--- src/rtl/itpred_pkg.sv ---
package itpred_pkg;

  localparam int COND_W = 4;

  typedef struct packed {
    logic n;
    logic z;
    logic c;
    logic v;
  } flags_t;

  // Base test picked by the upper three bits; bit 0 inverts it.
  // Code 1110 is always, code 1111 is never.
  function automatic logic cond_holds(input logic [COND_W-1:0] code,
                                      input flags_t f);
    logic base;
    unique case (code[3:1])
      3'd0: base = f.z;
      3'd1: base = f.c;
      3'd2: base = f.n;
      3'd3: base = f.v;
      3'd4: base = f.c & ~f.z;
      3'd5: base = (f.n == f.v);
      3'd6: base = ~f.z & (f.n == f.v);
      default: base = 1'b1;
    endcase
    if (code == 4'hF)           return 1'b0;
    else if (code[3:1] == 3'd7) return 1'b1;
    else                        return base ^ code[0];
  endfunction

endpackage

--- src/rtl/itpred_cond_eval.sv ---
module itpred_cond_eval
  import itpred_pkg::*;
(
  input  logic [COND_W-1:0] code,
  input  flags_t            flags,
  output logic              pass
);
  always_comb pass = cond_holds(code, flags);
endmodule

--- src/rtl/itpred_window.sv ---
module itpred_window
  import itpred_pkg::*;
#(
  parameter int MASK_W = 4
) (
  input  logic              clk,
  input  logic              rst,
  input  logic              load,
  input  logic [COND_W-1:0] load_cond,
  input  logic [MASK_W-1:0] load_mask,
  input  logic              advance,
  output logic [MASK_W-1:0] mask_q,
  output logic              first_q,
  output logic [COND_W-1:0] slot_cond
);
  localparam logic [MASK_W-1:0] LAST_PAT = {1'b1, {(MASK_W-1){1'b0}}};

  logic [COND_W-1:0] cond_q;
  logic [MASK_W-1:0] shifted;
  logic [MASK_W-1:0] mask_after;
  logic              step;

  // Condition used for the slot now at the predication point.
  always_comb begin
    if (first_q) slot_cond = cond_q;
    else         slot_cond = {cond_q[COND_W-1:1], mask_q[MASK_W-1]};
  end

  always_comb begin
    shifted    = first_q ? mask_q : {mask_q[MASK_W-2:0], 1'b0};
    mask_after = (shifted == LAST_PAT) ? '0 : shifted;
    step       = advance && (mask_q != '0);
  end

  always_ff @(posedge clk) begin
    if (rst) begin
      mask_q  <= '0;
      cond_q  <= '0;
      first_q <= 1'b0;
    end else if (load) begin
      mask_q  <= load_mask;
      cond_q  <= load_cond;
      first_q <= (load_mask != '0);
    end else if (step) begin
      mask_q  <= mask_after;
      cond_q  <= slot_cond;
      first_q <= 1'b0;
    end
  end
endmodule

--- src/rtl/itpred_seq.sv ---
module itpred_seq
  import itpred_pkg::*;
#(
  parameter int MASK_W = 4
) (
  input  logic              clk,
  input  logic              rst,
  input  logic              it_load,
  input  logic [3:0]        it_cond,
  input  logic [MASK_W-1:0] it_mask,
  input  logic              advance,
  input  logic              flag_n,
  input  logic              flag_z,
  input  logic              flag_c,
  input  logic              flag_v,
  output logic              exec_en,
  output logic              in_block
);
  logic [MASK_W-1:0] mask_q;
  logic              first_q;
  logic [COND_W-1:0] slot_cond;
  logic              cond_pass;
  flags_t            flags;

  assign flags = '{n: flag_n, z: flag_z, c: flag_c, v: flag_v};

  itpred_window #(.MASK_W(MASK_W)) u_window (
    .clk       (clk),
    .rst       (rst),
    .load      (it_load),
    .load_cond (it_cond),
    .load_mask (it_mask),
    .advance   (advance),
    .mask_q    (mask_q),
    .first_q   (first_q),
    .slot_cond (slot_cond)
  );

  itpred_cond_eval u_eval (
    .code  (slot_cond),
    .flags (flags),
    .pass  (cond_pass)
  );

  assign in_block = (mask_q != '0);
  assign exec_en  = !in_block || cond_pass;
endmodule

--- config.mk ---
export PLATFORM = sky130hd
export DESIGN_NAME = itpred_seq
export DESIGN_NICKNAME = d
export VERILOG_FILES = /design/src/rtl/itpred_pkg.sv /design/src/rtl/itpred_cond_eval.sv /design/src/rtl/itpred_window.sv /design/src/rtl/itpred_seq.sv
export SDC_FILE = /design/constraint.sdc
export NUM_CORES = 1
export LEC_CHECK = 0
export ABC_CLOCK_PERIOD_IN_PS = 2700
export BUFFER_PORTS_ARGS = -buffer_cell sky130_fd_sc_hd__buf_2
export CORE_AREA = 2 2 39 41
export DETAILED_ROUTE_END_ITERATION = 12
export DIE_AREA = 0 0 41 43
export PLACE_DENSITY = 0.77
export SLEW_MARGIN = 20
export SYNTH_ARGS = -nofsm -noshare
export SYNTH_HDL_FRONTEND = slang
export SYNTH_HIERARCHICAL = 1
export SYNTH_SLANG_ARGS = --single-unit
--- constraint.sdc ---
create_clock -name clk -period 2.7 [get_ports clk]
set_input_delay 0.27 -clock clk [delete_from_list [all_inputs] [get_ports clk]]
set_output_delay 0.27 -clock clk [all_outputs]
set_load 0.02 [all_outputs]
==> flow_metrics.env, run 1 <==
export IMPL_end_kind="output pin"
export IMPL_tns_ps=0
export IMPL_drtIter0Drc=9
export IMPL_path_cells="or4bb_1 -> o211ai_2 -> a32oi_1 -> xnor2_1 -> nand2b_1 -> buf_2"
export IMPL_ys_warn_count=6
export IMPL_cts_hold_buf=0
export IMPL_routedWlPerCell_um=12.4
export IMPL_fin_cells=94
export IMPL_rsz0062_at_grt="false"
export IMPL_dpl_hpwl_um=902
export IMPL_path_class="register to output pin"
export IMPL_syn_area_sq_um=569
export IMPL_fillers=137
export IMPL_worst_path_max_delay_cell="or4bb_1"
export IMPL_clk_latency_ps=260
export IMPL_holdCritPathClass="input pin to register"
export IMPL_syn_to_final_growth_pct=17.8
export IMPL_start_kind="register"
export IMPL_critPathCapture="exec_en"
export IMPL_powerDensity_mw_per_mm2=497
export IMPL_post_cts_buffers=0
export IMPL_dr_total_vias=515
export IMPL_routabilityCongestion=0.762
export IMPL_reg2reg_to="u_window/mask_q[3]$_SDFFE_PP0P_"
export IMPL_h_tree_depth=1
export IMPL_setup_violations=0
export IMPL_clockBufferDepth=2
export IMPL_grt_pass1_wl_um=1790
export IMPL_dp_cells=90
export IMPL_startpoint="u_window/cond_q[2]$_SDFFE_PP0P_"
export IMPL_crit_required_ps=2430
export IMPL_die_area_sq_mm=0.00176
export IMPL_path_delay_family="simple AND/OR/NAND/NOR gates"
export IMPL_drv_slew=0
export IMPL_initial_utilization=0.411
export IMPL_cts_tree="built"
export IMPL_ys_seq_area_frac=0.316
export IMPL_routed_wl_um=1160
export IMPL_relSlewSlack=0.772
export IMPL_io_pin_count=18
export IMPL_post_route_period_util=0.754
export IMPL_worst_r2r_cell_count=3
export IMPL_fmax_ghz=0.492
export IMPL_cts_sinks=9
export IMPL_syn_avg_cell_area_sq_um=9.18
export IMPL_synth_seq_cells=9
export IMPL_cpPeakStageDelay_ps=540
export IMPL_status="complete, no violations"
export IMPL_clock_skew_ps=0.240
export IMPL_cellLeakagePower_nw=0.285
export IMPL_antenna_found_initial=0
export IMPL_r2r_start="u_window/mask_q[1]$_SDFFE_PP0P_"
export IMPL_path_buf_inv=1
export IMPL_antenna_cells=0
export IMPL_die_w_um=41
export IMPL_cts_made_buffers=3
export IMPL_viasPerCell=5.48
export IMPL_grt_pass1_vias=460
export IMPL_path_depth=6
export IMPL_overflow=0
export IMPL_io_buffers=17
export IMPL_syn_nets=78
export IMPL_r2r_slack_ps=1500
export IMPL_die_h_um=43
export IMPL_arrival_ps=1760
export IMPL_hold_violations=0
export IMPL_cp_max_fo=7
export IMPL_grt_max_degree=12
export IMPL_antenna_left=0
export IMPL_ir_drop_v=0.000326
export IMPL_fin_crit_ps=2030
export IMPL_synth_cell_types=30
export IMPL_ctsResizeCount=0
export IMPL_path_clk_slew_ps=60
export IMPL_fp_row_count=14
export IMPL_worst_slew_pin_transition_ps=338
export IMPL_drive_gt1_frac=0.359
export IMPL_cap_violations=0
export IMPL_cts_root_buf="clkbuf_4"
export IMPL_core_sq_mm=0.00138
export IMPL_fin_nets=95
export IMPL_first_pass_iters=4
export IMPL_syn_inst=62
export IMPL_drcViolationCount=0
export IMPL_track_usage=0.153
export IMPL_worstHoldPathCells=3
placed cells by master (no fill, tap or decap), drive strengths merged, types with 2 or more instances in the layout:
cell type and count:
nand2 2, inv 3, o41ai 2, clkbuf 3
a211oi 2, o211ai 2, nor2 8, buf 17
nand2b 2, mux2i 6, xnor2 2, dfxtp 9
nand3 2, a21oi 2, or3b 2, o21ai 3
routing by layer:
layer	up-vias	GRT usage	wire, um
li1	261	-	-
met1	234	0.175	492
met2	18	0.241	572
met3	2	0.0471	81
met4	0	0.0800	18
met5	-	0	0
power by group:
group,internal [mW],switching [mW],leakage (nW)
sequential,0.142,0.0116,0.0746
clock,0.0548,0.0511,0.0177
combinational,0.0382,0.0359,0.193
total,0.235,0.0986,0.285
area by class of cell:
cell class              instances  area (sq um)  area share
well taps                      16          20.0      0.0299
multi-input cells              45           347       0.517
clock buffers                   3          22.5      0.0336
repair buffers                 17          85.1       0.127
inverters                       3          11.3      0.0168
clock inverters                 1          5.00     0.00746
flip-flops and latches          9           180       0.269
worst reg2reg max path: stages (launching register included):
cell and delay (ps):
dfxtp_1 440, nor2_1 60, or3b_1 390, a311oi_2 230
cell usage after synthesis:
cell,n,area [sq um]
nand2_1,2,7.51
xnor2_1,2,17.5
a21oi_1,2,10.0
or3b_1,2,17.5
o311ai_0,1,8.76
or4_4,1,11.3
o211ai_2,1,12.5
nand3_1,2,10.0
o41ai_1,1,8.76
nand3b_1,1,7.51
inv_1,3,11.3
or4bb_1,1,11.3
nand2b_4,1,13.8
a21bo_2,1,10.0
buf_4,3,22.5
nand4b_1,1,8.76
a211oi_1,2,15.0
nor2_1,8,30.0
a32oi_1,1,8.76
a311oi_2,1,15.0
o21ai_0,3,15.0
clkbuf_1,1,3.75
mux2i_1,6,60.1
nand2b_1,1,6.26
dfxtp_1,9,180
o41ai_2,1,16.3
o211ai_1,1,7.51
mux2_2,1,11.3
a31oi_1,1,6.26
buf_2,1,5.00
sequential cells by signal, indices dropped and copies added (netlist names):
name,cells
u_window/cond_q,4
u_window/mask_q,4
u_window/first_q,1
kinds of logic after synthesis:
family / count (synthesis) / share of synthesized area
simple gates: 20 / 0.218
compound gates: 16 / 0.235
flops: 9 / 0.316
buf+inv: 8 / 0.0747
mux: 7 / 0.125
xor+xnor: 2 / 0.0308
worst min path at each step:
stage	to	start	slack, ps
detailed placement	u_window/cond_q[0]$_SDFFE_PP0P_	u_window/cond_q[0]$_SDFFE_PP0P_	500
global placement	u_window/cond_q[0]$_SDFFE_PP0P_	u_window/cond_q[0]$_SDFFE_PP0P_	500
finish	u_window/cond_q[2]$_SDFFE_PP0P_	it_cond[2]	240
global route	u_window/cond_q[2]$_SDFFE_PP0P_	it_cond[2]	260
floorplan	u_window/mask_q[0]$_SDFFE_PP0P_	it_mask[0]	410
CTS	u_window/cond_q[2]$_SDFFE_PP0P_	it_cond[2]	240
per-stage QoR:
step                 util  area (sq um)  hold slack (ps)  power (mW)  setup WS, ps
global placement    0.465           643              498       0.229           980
CTS                 0.485           671              235       0.339           640
finish              0.485           671              241       0.333           666
global route        0.485           671              263       0.352           595
floorplan               -           569              414       0.208          1000
detailed placement  0.465           643              504       0.231           935
Power figures use the tool's default switching activity.
==> run 2: changes to the inputs <==
ABC_CLOCK_PERIOD_IN_PS = 1650   (was 2700)
CORE_AREA = unset   (was 2 2 39 41)
CORE_UTILIZATION = 43   (was unset)
DIE_AREA = unset   (was 0 0 41 43)
PLACE_DENSITY = 0.8   (was 0.77)
clock period = 1.65 ns   (was 2.7 ns; I/O delays follow)
==> flow_metrics.env, run 2 (same netlist as run 1, synthesis figures left out) <==
export IMPL_status="finished with violations"
export IMPL_failed_checks="negative setup slack"
export IMPL_placed_area_sq_um=648
export IMPL_end_kind="output pin"
export IMPL_clk_latency_ps=260
export IMPL_cts_root_buf="clkbuf_4"
export IMPL_grt_max_degree=12
export IMPL_power_frac_seq=0.455
export IMPL_arrival_ps=1640
export IMPL_relSlewSlack=0.766
export IMPL_tns_ps=-159
export IMPL_overflow=0
export IMPL_grt_pass1_vias=444
export IMPL_antenna_cells=0
export IMPL_final_area_sq_um=687
export IMPL_cpPeakStageDelay_ps=480
export IMPL_cellLeakagePower_nw=0.292
export IMPL_io_buffers=17
export IMPL_drcViolationCount=0
export IMPL_worst_path_max_delay_cell="or4bb_1"
export IMPL_cts_made_buffers=3
export IMPL_power_internal_mw=0.397
export IMPL_cap_violations=0
export IMPL_powerDensity_mw_per_mm2=804
export IMPL_grt_pass1_wl_um=1790
export IMPL_h_tree_depth=1
export IMPL_p_sw_frac=0.282
export IMPL_fin_nets=96
export IMPL_first_pass_iters=4
export IMPL_drv_slew=0
export IMPL_antenna_found_initial=0
export IMPL_track_usage=0.175
export IMPL_routed_wl_um=1090
export IMPL_rsz0062_at_grt="true"
export IMPL_routedWlPerCell_um=11.7
export IMPL_fmax_ghz=0.553
export IMPL_clock_skew_ps=7.38
export IMPL_start_kind="register"
export IMPL_crit_required_ps=1480
export IMPL_path_clk_slew_ps=60
export IMPL_die_h_um=38.4
export IMPL_dr_total_vias=512
export IMPL_syn_to_final_growth_pct=20.7
export IMPL_setup_violations=1
export IMPL_reg_top3="u_window/cond_q x4, u_window/mask_q x4, u_window/first_q x1"
export IMPL_post_cts_buffers=0
export IMPL_die_w_um=38.4
export IMPL_holdCritPathClass="input pin to register"
export IMPL_clock_power_share=0.307
export IMPL_path_delay_family="simple AND/OR/NAND/NOR gates"
export IMPL_io_pin_count=18
export IMPL_fp_row_count=12
export IMPL_viasPerCell=5.51
export IMPL_comb_power_share=0.238
export IMPL_seqCellArea_sq_um=183
export IMPL_dpl_hpwl_um=853
export IMPL_drive_gt1_frac=0.392
export IMPL_path_class="register to output pin"
export IMPL_fillers=109
export IMPL_clockBufferDepth=2
export IMPL_cts_tree="built"
export IMPL_post_route_period_util=1.10
export IMPL_routabilityCongestion=0.797
export IMPL_cp_max_fo=4
export IMPL_worst_slew_pin_transition_ps=347
export IMPL_worst_slack_ps=-159
export IMPL_die_area_sq_mm=0.00147
export IMPL_hold_violations=0
export IMPL_multi_input_area_sq_um=350
export IMPL_path_cells="or4bb_1 -> o211ai_2 -> a32oi_1 -> xnor2_1 -> nand2b_1 -> buf_6"
export IMPL_ir_drop_v=0.000488
export IMPL_fin_crit_ps=1810
export IMPL_antenna_left=0
export IMPL_cts_sinks=9
export IMPL_drtIter0Drc=12
export IMPL_final_common_cell="buf_2"
export IMPL_switching_power_mw=0.156
export IMPL_cts_hold_buf=0
export IMPL_initial_utilization=0.486
export IMPL_core_sq_mm=0.00117
export IMPL_mostFrequentLayoutCells="buf_2, nor2_1, dfxtp_1"
export IMPL_path_buf_inv=1
[run 2: cell count changes in the layout (fill, tap and decap cells not counted), sizes merged]
cell    change
buf         +1
clkbuf      +1
clkinv      -1
[run 2: layout make-up]
type	instances	share of cell area
well taps	14	0.0255
inverters	3	0.0164
multi-input cells	45	0.510
clock buffers	4	0.0383
flip-flops and latches	9	0.266
repair buffers	18	0.144
[run 2: metal layers]
layer,part of all wire,wire length [um],vias up,track usage
met4,0,0,0,0.0517
met3,0.047,51,0,0.0523
met2,0.45,487,12,0.271
li1,-,-,262,-
met1,0.50,548,238,0.233
met5,0,0,-,0
[run 2: worst paths after layout]
path                            slack (ps)                       startpoint  cells past startpoint                              end
worst min register to register         520  u_window/cond_q[0]$_SDFFE_PP0P_                      2  u_window/cond_q[0]$_SDFFE_PP0P_
worst min-delay path                   150                       it_cond[3]                      3  u_window/cond_q[3]$_SDFFE_PP0P_
worst max register to register         440  u_window/mask_q[0]$_SDFFE_PP0P_                      3  u_window/mask_q[3]$_SDFFE_PP0P_
worst max-delay path                  -160  u_window/cond_q[2]$_SDFFE_PP0P_                      6                          exec_en
[run 2: power by group through the flow]
stage	Clock [mW]	Sequential, mW	Combinational, mW
floorplan	0	0.247	0.0933
global placement	0	0.253	0.122
detailed placement	0	0.255	0.124
CTS	0.172	0.251	0.133
global route	0.180	0.253	0.144
finish	0.169	0.251	0.132
[run 2: what timing repair did]
action,in CTS,in global routing
pin swaps,3,0
endpoints found under the setup margin,1,1
resized for setup,5,0
[run 2: per-stage QoR]
step / cells / power (mW) / setup WS [ps] / util / hold slack (ps)
6_report: 93 / 0.552 / -159 / 0.587 / 152
5_1_grt: 93 / 0.577 / -221 / 0.587 / 164
4_1_cts: 93 / 0.555 / -160 / 0.587 / 147
3_5_place_dp: 89 / 0.378 / 73.6 / 0.553 / 408
3_3_place_gp: 89 / 0.376 / 99.1 / 0.553 / 403
2_1_floorplan: 62 / 0.341 / 55.4 / - / 309
[run 2: worst reg2reg max path, stage by stage, from the launching register on]
cell and delay [ps]:
dfxtp_1 440, nor2_1 70, or3b_1 380, a311oi_2 230
==> run 3: changes to the inputs <==
ABC_AREA = 1   (was unset)
CORE_UTILIZATION = 45   (was 43)
==> flow_metrics.env, run 3 <==
export IMPL_status="complete, no violations"
export IMPL_track_usage=0.183
export IMPL_final_core_util=0.549
export IMPL_hold_violations=0
export IMPL_cts_made_buffers=3
export IMPL_relSlewSlack=0.843
export IMPL_dr_total_vias=730
export IMPL_dpl_hpwl_um=1110
export IMPL_syn_area_sq_um=734
export IMPL_synth_seq_cells=9
export IMPL_ir_drop_v=0.000528
export IMPL_syn_inst=112
export IMPL_clockBufferDepth=2
export IMPL_synthArstFlopShare=0
export IMPL_die_area_sq_mm=0.00180
export IMPL_post_route_period_util=0.923
export IMPL_ys_top_cells_by_area="dfxtp_1, nand2_1, nand3_1, nand2_4, a21oi_2"
export IMPL_synth_cell_types=20
export IMPL_arrival_ps=1360
export IMPL_drcViolationCount=0
export IMPL_viasPerCell=5.14
export IMPL_rsz0062_at_grt="true"
export IMPL_cp_max_fo=5
export IMPL_cts_hold_buf=0
export IMPL_cap_violations=0
export IMPL_antenna_cells=0
export IMPL_worst_slack_ps=126
export IMPL_synthTopCellsByCount="nand2_1, nand3_1, dfxtp_1"
export IMPL_syn_avg_cell_area_sq_um=6.56
export IMPL_syn_nets=128
export IMPL_holdWs_ps=153
export IMPL_path_clk_slew_ps=60
export IMPL_die_h_um=42.4
export IMPL_tns_ps=0
export IMPL_io_buffers=17
export IMPL_clock_skew_ps=7.41
export IMPL_synth_enable_flop_cells=0
export IMPL_setup_violations=0
export IMPL_drv_slew=0
export IMPL_fin_crit_ps=1520
export IMPL_crit_required_ps=1480
export IMPL_antenna_left=0
export IMPL_powerDensity_mw_per_mm2=729
export IMPL_grt_pass1_wl_um=2570
export IMPL_cts_tree="built"
export IMPL_fin_nets=143
export IMPL_die_w_um=42.4
export IMPL_grt_pass1_vias=667
export IMPL_yosysMostFrequentCell="nand2_1"
export IMPL_routabilityCongestion=0.848
export IMPL_fmax_ghz=0.656
export IMPL_grt_max_degree=15
export IMPL_first_pass_iters=4
export IMPL_io_pin_count=18
export IMPL_cts_root_buf="clkbuf_4"
export IMPL_reg_top3="u_window/cond_q x4, u_window/mask_q x4, u_window/first_q x1"
export IMPL_overflow=0
export IMPL_worst_slew_pin_transition_ps=235
export IMPL_synth_flop_cell="dfxtp_1"
export IMPL_final_common_cell="nand2_1"
export IMPL_fin_cells=142
export IMPL_post_place_ws_ps=320
export IMPL_cellLeakagePower_nw=0.394
export IMPL_fp_row_count=14
export IMPL_drtIter0Drc=11
export IMPL_start_kind="register"
export IMPL_synth_largest_area_cell="dfxtp_1"
export IMPL_core_sq_mm=0.00152
export IMPL_routed_wl_um=1510
export IMPL_dp_cells=138
export IMPL_cts_sinks=9
export IMPL_mostFrequentLayoutCells="nand2_1, buf_2, nand3_1"
export IMPL_routedWlPerCell_um=10.6
export IMPL_syn_to_final_growth_pct=14.0
export IMPL_clk_latency_ps=260
export IMPL_path_class="register to output pin"
export IMPL_synth_top_area_share=0.245
export IMPL_ys_warn_count=6
export IMPL_ys_seq_area_frac=0.245
export IMPL_holdCritPathClass="input pin to register"
export IMPL_drive_gt1_frac=0.421
export IMPL_end_kind="output pin"
export IMPL_initial_utilization=0.482
export IMPL_h_tree_depth=1
export IMPL_antenna_found_initial=0
## run 3: cell count changes after synthesis, sizes merged, moves of 3 or more
| cell | delta |
|---|---|
| inv | +7 |
| a21oi | +8 |
| mux2i | -6 |
| buf | +3 |
| nand3 | +12 |
| nand2 | +45 |
## run 3: timing repair
item,4_1_cts,5_1_grt
gates resized for setup,0,14
endpoints found under the setup margin,0,1
buffers inserted,0,0
hold endpoints to repair,0,0
## run 3: area by class of cell
type                    count  area (sq um)
flip-flops and latches      9           189
repair buffers             17          91.3
multi-input cells          86           468
inverters                  10          42.5
well taps                  16          20.0
fillers                   159           687
clock buffers               4          26.3
## run 3: kinds of logic (layout without fill, tap and decap cells)
logic type,Yosys count,count (layout),share of synthesized area
AND/OR/NAND/NOR,72,72,0.479
buffers and inverters,17,31,0.145
AO/OA/AOI/OAI,13,13,0.119
flip-flops,9,9,0.245
XOR/XNOR,1,1,0.0119
## run 3: path summary, 6_finish.rpt
kind                                                      start                               to  slack (ps)  depth (start not counted)
worst min register to register  u_window/cond_q[0]$_SDFFE_PP0P_  u_window/cond_q[0]$_SDFFE_PP0P_         500                          2
worst max-delay path            u_window/cond_q[2]$_SDFFE_PP0P_                          exec_en         130                         10
worst max register to register  u_window/mask_q[0]$_SDFFE_PP0P_  u_window/mask_q[3]$_SDFFE_PP0P_         580                          7
worst min-delay path                                 it_cond[1]  u_window/cond_q[1]$_SDFFE_PP0P_         150                          3
## run 3: metal layers
layer | GRT usage | vias to the layer above | wire length, um
met5 | 0 | - | 0
met4 | 0.0563 | 0 | 0
met3 | 0.0388 | 0 | 33
met2 | 0.308 | 13 | 807
met1 | 0.231 | 338 | 667
li1 | - | 379 | -
## run 3: report_power, final
part | internal [mW] | leakage (nW) | switching, mW | total, mW
Clock | 0.0930 | 0.0150 | 0.0761 | 0.169
Sequential | 0.231 | 0.0756 | 0.0232 | 0.254
Combinational | 0.0764 | 0.303 | 0.111 | 0.188
## run 3: through the flow
| stage | power [mW] | area [sq um] |
|---|---|---|
| final | 0.610 | 837 |
| after global routing | 0.659 | 837 |
| after CTS | 0.604 | 802 |
| after detailed placement | 0.432 | 776 |
| after global placement | 0.426 | 776 |
| after floorplan | 0.400 | 734 |
## run 3: worst max-delay path, cell delays in order, from the launching register on
cell,delay [ps]
dfxtp_4,390
nor2_4,50
nand2_2,60
nand3_2,70
a21oi_2,150
nand2_1,60
nand2_1,60
nand2_1,50
inv_1,40
nand2_1,50
buf_6,130
